<file path="src/rtl/stack_alu_pkg.sv">
package stack_alu_pkg;

  typedef enum logic [3:0] {
    OP_NOT  = 4'd0,
    OP_AND  = 4'd1,
    OP_OR   = 4'd2,
    OP_XOR  = 4'd3,
    OP_SHLL = 4'd4,
    OP_SHRL = 4'd5,
    OP_SHLA = 4'd6,
    OP_SHRA = 4'd7,
    OP_ROTL = 4'd8,
    OP_ROTR = 4'd9,
    OP_ADD  = 4'd10,
    OP_SUB  = 4'd11,
    OP_MUL  = 4'd12,
    OP_CMP2 = 4'd13,
    OP_CMP1 = 4'd14,
    OP_CMP0 = 4'd15
  } alu_op_e;

  // bit order matches status[3:0]: N C V Z
  typedef struct packed {
    logic n;
    logic c;
    logic v;
    logic z;
  } alu_flags_t;

  localparam int SR_BITS  = 8;
  localparam int MASK_LSB = 4;

endpackage

</file>
<file path="src/rtl/stack_alu_logic.sv">
module stack_alu_logic
  import stack_alu_pkg::*;
#(
  parameter int WIDTH = 16
) (
  input  alu_op_e          op,
  input  logic [WIDTH-1:0] top_w,
  input  logic [WIDTH-1:0] nxt_w,
  output logic [WIDTH-1:0] res,
  output logic             c_out,
  output logic             v_out
);
  localparam int MSB = WIDTH - 1;

  always_comb begin
    res   = '0;
    c_out = 1'b0;
    v_out = 1'b0;
    unique case (op)
      OP_NOT: res = ~top_w;
      OP_AND: res = top_w & nxt_w;
      OP_OR:  res = top_w | nxt_w;
      OP_XOR: res = top_w ^ nxt_w;
      OP_SHLL, OP_SHLA: begin
        res   = {top_w[MSB-1:0], 1'b0};
        c_out = top_w[MSB];
        v_out = top_w[MSB] ^ top_w[MSB-1];
      end
      OP_SHRL: begin
        res   = {1'b0, top_w[MSB:1]};
        c_out = top_w[0];
      end
      OP_SHRA: begin
        res   = {top_w[MSB], top_w[MSB:1]};
        c_out = top_w[0];
      end
      OP_ROTL: begin
        res   = {top_w[MSB-1:0], top_w[MSB]};
        c_out = top_w[MSB];
      end
      OP_ROTR: begin
        res   = {top_w[0], top_w[MSB:1]};
        c_out = top_w[0];
      end
      default: res = '0;
    endcase
  end

endmodule

</file>
<file path="src/rtl/stack_alu_arith.sv">
module stack_alu_arith
  import stack_alu_pkg::*;
#(
  parameter int WIDTH = 16
) (
  input  alu_op_e          op,
  input  logic [WIDTH-1:0] top_w,
  input  logic [WIDTH-1:0] nxt_w,
  output logic [WIDTH-1:0] res,
  output logic             c_out,
  output logic             v_out
);
  localparam int MSB = WIDTH - 1;

  logic             do_sub;
  logic [WIDTH-1:0] addend;
  logic [WIDTH:0]   sum_ext;
  logic [WIDTH-1:0] prod_lo;

  // compares share the subtract path
  assign do_sub  = (op == OP_SUB) || (op == OP_CMP2) ||
                   (op == OP_CMP1) || (op == OP_CMP0);
  assign addend  = do_sub ? ~top_w : top_w;
  assign sum_ext = {1'b0, nxt_w} + {1'b0, addend} + {{WIDTH{1'b0}}, do_sub};
  assign prod_lo = nxt_w * top_w;

  always_comb begin
    if (op == OP_MUL) begin
      res   = prod_lo;
      c_out = 1'b0;
      v_out = 1'b0;
    end else begin
      res   = sum_ext[MSB:0];
      c_out = sum_ext[WIDTH];
      v_out = (nxt_w[MSB] == addend[MSB]) && (sum_ext[MSB] != nxt_w[MSB]);
    end
  end

endmodule

</file>
<file path="src/rtl/stack_alu_status.sv">
module stack_alu_status
  import stack_alu_pkg::*;
(
  input  logic               clk,
  input  logic               rst,
  input  logic               flag_we,
  input  alu_flags_t         flags_in,
  input  logic               wr,
  input  logic [SR_BITS-1:0] wdata,
  output logic [SR_BITS-1:0] sr
);
  logic unused_rsvd;
  assign unused_rsvd = ^wdata[SR_BITS-1:MASK_LSB+2];

  always_ff @(posedge clk) begin
    if (rst) begin
      sr <= '0;
    end else if (wr) begin
      sr <= {2'b00, wdata[MASK_LSB+1:0]};
    end else if (flag_we) begin
      sr[3:0] <= flags_in;
    end
  end

  // with no write and no operation the register holds
  a_r11_flags_hold: assert property (@(posedge clk) disable iff (rst)
    (!flag_we && !wr) |=> $stable(sr));

  // a direct write takes precedence over a flag update
  a_r11_write_wins: assert property (@(posedge clk) disable iff (rst)
    wr |=> (sr[MASK_LSB+1:0] == $past(wdata[MASK_LSB+1:0])));

  // operations never touch the interrupt mask
  a_r10_mask_kept: assert property (@(posedge clk) disable iff (rst)
    (flag_we && !wr) |=> (sr[MASK_LSB+1:MASK_LSB] == $past(sr[MASK_LSB+1:MASK_LSB])));

endmodule

</file>
<file path="src/rtl/stack_alu.sv">
module stack_alu
  import stack_alu_pkg::*;
#(
  parameter int WIDTH = 16
) (
  input  logic               clk,
  input  logic               rst,
  input  logic               op_valid,
  input  logic [3:0]         op_code,
  input  logic               const_mode,
  input  logic [WIDTH-1:0]   top_word,
  input  logic [WIDTH-1:0]   next_word,
  input  logic               sr_write,
  input  logic [SR_BITS-1:0] sr_wdata,
  output logic               res_valid,
  output logic [WIDTH-1:0]   result,
  output logic [1:0]         pop_count,
  output logic               push_res,
  output logic [SR_BITS-1:0] status
);
  localparam int MSB = WIDTH - 1;

  alu_op_e          op;
  logic [WIDTH-1:0] lu_res, ar_res, sel_res;
  logic             lu_c, lu_v, ar_c, ar_v;
  logic             arith_sel;
  alu_flags_t       nxt_flags;
  logic [1:0]       nxt_pop;
  logic             nxt_push;

  assign op        = alu_op_e'(op_code);
  assign arith_sel = op_code[3] & (op_code[2] | op_code[1]);

  stack_alu_logic #(.WIDTH(WIDTH)) logic_i (
    .op(op), .top_w(top_word), .nxt_w(next_word),
    .res(lu_res), .c_out(lu_c), .v_out(lu_v)
  );

  stack_alu_arith #(.WIDTH(WIDTH)) arith_i (
    .op(op), .top_w(top_word), .nxt_w(next_word),
    .res(ar_res), .c_out(ar_c), .v_out(ar_v)
  );

  always_comb begin
    sel_res     = arith_sel ? ar_res : lu_res;
    nxt_flags.n = sel_res[MSB];
    nxt_flags.z = (sel_res == '0);
    nxt_flags.c = arith_sel ? ar_c : lu_c;
    nxt_flags.v = arith_sel ? ar_v : lu_v;
  end

  always_comb begin
    unique case (op)
      OP_AND, OP_OR, OP_XOR, OP_ADD, OP_SUB, OP_MUL: begin
        nxt_pop  = const_mode ? 2'd1 : 2'd2;
        nxt_push = 1'b1;
      end
      OP_CMP2: begin nxt_pop = 2'd2; nxt_push = 1'b0; end
      OP_CMP1: begin nxt_pop = 2'd1; nxt_push = 1'b0; end
      OP_CMP0: begin nxt_pop = 2'd0; nxt_push = 1'b0; end
      default: begin nxt_pop = 2'd1; nxt_push = 1'b1; end
    endcase
  end

  always_ff @(posedge clk) begin
    if (rst) begin
      res_valid <= 1'b0;
      result    <= '0;
      pop_count <= 2'd0;
      push_res  <= 1'b0;
    end else begin
      res_valid <= op_valid;
      if (op_valid) begin
        result    <= sel_res;
        pop_count <= nxt_pop;
        push_res  <= nxt_push;
      end else begin
        pop_count <= 2'd0;
        push_res  <= 1'b0;
      end
    end
  end

  stack_alu_status status_i (
    .clk(clk), .rst(rst), .flag_we(op_valid), .flags_in(nxt_flags),
    .wr(sr_write), .wdata(sr_wdata), .sr(status)
  );

  // an accepted operation yields exactly one valid cycle
  a_r1_valid_follows: assert property (@(posedge clk) disable iff (rst)
    op_valid |=> res_valid);
  a_r1_idle_no_cmd: assert property (@(posedge clk) disable iff (rst)
    !op_valid |=> (!res_valid && pop_count == 2'd0 && !push_res));

  // compares never push
  a_r8_cmp_no_push: assert property (@(posedge clk) disable iff (rst)
    (op_valid && op_code[3] && op_code[2] && (op_code[1] | op_code[0])) |=> !push_res);

  // Z and N in the status agree with the registered result
  a_r9_zero_flag: assert property (@(posedge clk) disable iff (rst)
    (op_valid && !sr_write) |=> (status[0] == (result == '0)));
  a_r9_neg_flag: assert property (@(posedge clk) disable iff (rst)
    (op_valid && !sr_write) |=> (status[3] == result[MSB]));

  // never more than two words are removed
  a_r7_pop_bound: assert property (@(posedge clk) disable iff (rst)
    pop_count != 2'd3);

endmodule

</file>
<file path="config.mk">
export PLATFORM = sky130hd
export DESIGN_NAME = stack_alu
export DESIGN_NICKNAME = d
export VERILOG_FILES = /design/src/rtl/stack_alu_pkg.sv /design/src/rtl/stack_alu_logic.sv /design/src/rtl/stack_alu_arith.sv /design/src/rtl/stack_alu_status.sv /design/src/rtl/stack_alu.sv
export SDC_FILE = /design/constraint.sdc
export NUM_CORES = 1
export LEC_CHECK = 0
export BUFFER_PORTS_ARGS = -buffer_cell sky130_fd_sc_hd__buf_4
export CAP_MARGIN = 40
export CORE_ASPECT_RATIO = 0.7
export CORE_MARGIN = 2
export CORE_UTILIZATION = 45
export DETAILED_ROUTE_END_ITERATION = 6
export SYNTH_ARGS = -nofsm -noshare
export SYNTH_HDL_FRONTEND = slang
export SYNTH_SLANG_ARGS = --single-unit
</file>
<file path="constraint.sdc">
create_clock -name clk -period 12.25 [get_ports clk]
set_input_delay 2.45 -clock clk [delete_from_list [all_inputs] [get_ports clk]]
set_output_delay 2.45 -clock clk [all_outputs]
set_load 0.05 [all_outputs]
</file>
==> run summary <==
status -> finished, final reports clean
Initial Util -> 45.4%
GRT Total Usage -> 28.1%
CP startpoint kind -> primary input
vias in the first global route -> 6,572
layout cells sized above 1 -> 9.51%
Max stage delay on crit path -> 500 ps
Warnings, synthesis -> 0
Setup Buffers After CTS -> 0
die footprint -> 0.0174 mm²
total number of vias -> 6,774
Worst-Margin Slew -> 886 ps
Num CTS Buffers -> 3
IO Pins -> 77
Mapped Avg Cell Area -> 7.66 µm²
antenna cell count -> 0
Reg-to-Reg Start -> status_i.sr[3]
gr ovfl total -> 0
Critical Path, Cell by Cell -> buf_4 -> clkinv_1 -> nor2_1 -> fa_1 -> inv_1 -> fa_1 -> inv_1 -> fa_1 -> fa_1 -> inv_1 -> fa_1 -> fa_1 -> xnor2_1 -> xnor2_1 -> xnor2_1 -> xnor2_1 -> xnor3_1 -> xnor2_1 -> a21oi_1 -> o211ai_1 -> a221oi_1
DP HPWL -> 18.3 mm
CTS tree -> yes
cell row count -> 39
# nets final -> 1,215
area growth from synthesis to layout -> 10.1%
hold path depth -> 2
DRT Wirelength -> 23.4 mm
largest area contributor in the netlist -> fa_1
Synth Area in XOR/XNOR -> 7.58%
final-layout fill cell count -> 1,621
largest family of logic cells by synthesized area -> adder cells
antenna violations before repair -> 0
Skew-Pair Late Insertion Delay -> 270 ps
Post-CTS Resized -> 0
hold_sp -> result[15]
CTS max path bufs -> 2
Final Hold Viols -> 0
most frequent CP cell -> fa_1
most used flip-flop cell after synthesis -> dfxtp_1
Die Y -> 111 µm
Worst R2R Path Depth -> 2
Yosys top cell area share -> 22.1%
Arr. time, crit path -> 8200 ps
worst reg2reg setup slack -> 11,480 ps
simple-gate area share of the yosys netlist -> 16.8%
TNS Setup -> 0 ps
Bufs and invs on worst path -> 5
RSZ-0062 raised after global routing -> false
complex-gate fraction of the synthesized area -> 17.2%
clock transition at the registers of the reported paths -> 70 ps
first-pass iteration count of the detailed router -> 7
FF+latch count, synth -> 26
port buffer count -> 72
WP data required -> 12,430 ps
P_leak -> 3.83 nW
Finish-stage setup viols -> 0
Via density -> 5.58
most common cell after layout, fill and taps aside -> inv_1
fin. max-slew vios -> 0
Hold Path End -> result[15]
cell area after synthesis -> 0.00734 mm²
max cap viols -> 0
Cell Pwr Density -> 168 mW/mm²
Seq. cell area -> 520 µm²
Mapped Cells -> 958
crit-path leading delay family -> adder cells
chip width -> 157 µm
Worst VDD drop -> 0.139 mV
pin count of the biggest net entering global routing -> 63
CTS H-tree lvls -> 1
Final Power -> 1.36 mW
clock tree root driver cell -> clkbuf_16
Tcrit/Tclk final -> 65.5%
GPL Wtd Cong -> 0.904
largest cells by area after synthesis -> fa_1, ha_1, dfxtp_1
Tmin final -> 8020 ps
Synth cell types -> 74
adder-cell share of the synthesized area -> 38.5%
Max-Slew Margin vs Limit -> 40.7%
Residual DRC -> 0
crit-path max FO -> 12
crit path max-delay cell type -> fa_1
drt initial violations -> 698
Worst Hold Class -> flop to flop
first-pass GRT wire length -> 37.7 mm
asr flop ratio synth -> 0%
DRT antenna net count -> 0
post-synthesis mux area share -> 2.51%
Post-synth EDFFs -> 0
sequential share of the synthesized area -> 7.09%
footprint of the multi-input gates -> 0.00607 mm²
RR Endpoint -> status_i.sr[3]
most frequent cells in the layout -> inv_1, nand2_1, nor2_1
clk sinks -> 26
Crit Path Category -> primary input to flop
Achievable Freq -> 125 MHz
drt wl/cell -> 19.3 µm
core area -> 0.0162 mm²
clock skew -> 0 ps
cts hold-fix bufs -> 0
Critical Path Sink Type -> flop
per-layer routing:
metal	GRT usage [%]	up-vias	routed length (µm)
li1	-	3216	-
met1	44.9	3277	11500
met2	40.7	264	9710
met3	4.18	17	1950
met4	3.43	0	267
met5	0	-	0
worst max-delay path by stage:
stage                     slack, ps  depth (start not counted)   startpoint              to
final                          4230                         21  top_word[1]  status_i.sr[3]
after global routing           3810                         21  top_word[1]  status_i.sr[3]
after CTS                      4190                         21  top_word[1]  status_i.sr[3]
after detailed placement       3930                         21  top_word[1]  status_i.sr[3]
after global placement         3960                         21  top_word[1]  status_i.sr[3]
after floorplan                4490                         21  top_word[1]  status_i.sr[3]
worst register-to-register path: cells and delay by family, from the launching register on:
kind | cells | cell delay [ps]
flip-flops | 1 | 340
AO/OA/AOI/OAI | 2 | 340
layout make-up:
type / instances / area share [%]
clock buffer: 4 / 1.10
inverter: 142 / 6.60
multi-input combinational: 740 / 75.1
sequential: 26 / 6.44
tap: 225 / 3.48
timing repair buffer: 76 / 7.31
state kept, by name, indices dropped and copies added (netlist names):
register,count
pop_count,2
result,16
res_valid,1
push_res,1
status_i.sr,6
cell usage after synthesis (2+ instances only):
master	count
o211a_1	2
or3_1	3
nand4_1	3
fa_1	81
nand2_1	121
or4_1	2
dfxtp_1	26
xor2_1	12
nand3_1	15
nor2b_1	7
a211oi_1	9
or3b_1	2
o21bai_1	3
o32a_1	2
nand2b_1	4
nor2_1	108
a22oi_1	6
o31a_1	2
mux2i_1	15
a21oi_1	49
nor3_1	13
o311ai_0	4
buf_4	3
a21o_1	6
a31oi_1	8
ha_1	96
or2_1	4
or2_2	2
a221oi_1	11
a221o_1	2
buf_2	11
inv_2	4
o41ai_1	2
o22ai_1	5
mux2_2	2
xnor2_1	49
o221ai_1	3
o21ai_1	7
inv_1	137
clkbuf_1	31
buf_1	5
o21a_1	6
o211ai_1	4
o21ai_0	41
through the flow:
stage	hold WS, ps	cells	cell area [µm²]	setup WS (ps)	utilization (%)
2_1_floorplan	689	959	7340	4490	-
3_3_place_gp	458	1206	7950	3960	49.2
3_5_place_dp	458	1209	7990	3930	49.5
4_1_cts	475	1213	8080	4190	50.0
5_1_grt	494	1213	8080	3810	50.0
6_report	472	1213	8080	4230	50.0
kinds of logic (layout without fill, tap and decap cells):
logic type	after synthesis	count (layout)
and+or+nand+nor	291	291
buffers and inverters	193	222
AOI/OAI and AO/OA	190	190
adders and majority gates	177	177
xor gates and xnor gates	62	62
DFF	26	26
muxes	18	18
other	1	2
report_power, final:
| group | internal (mW) | total [mW] | switching (mW) |
|---|---|---|---|
| logic | 0.507 | 1.18 | 0.673 |
| clock network | 0.0501 | 0.0816 | 0.0315 |
| registers | 0.0933 | 0.0976 | 0.00430 |
Power figures use the tool's default switching activity.
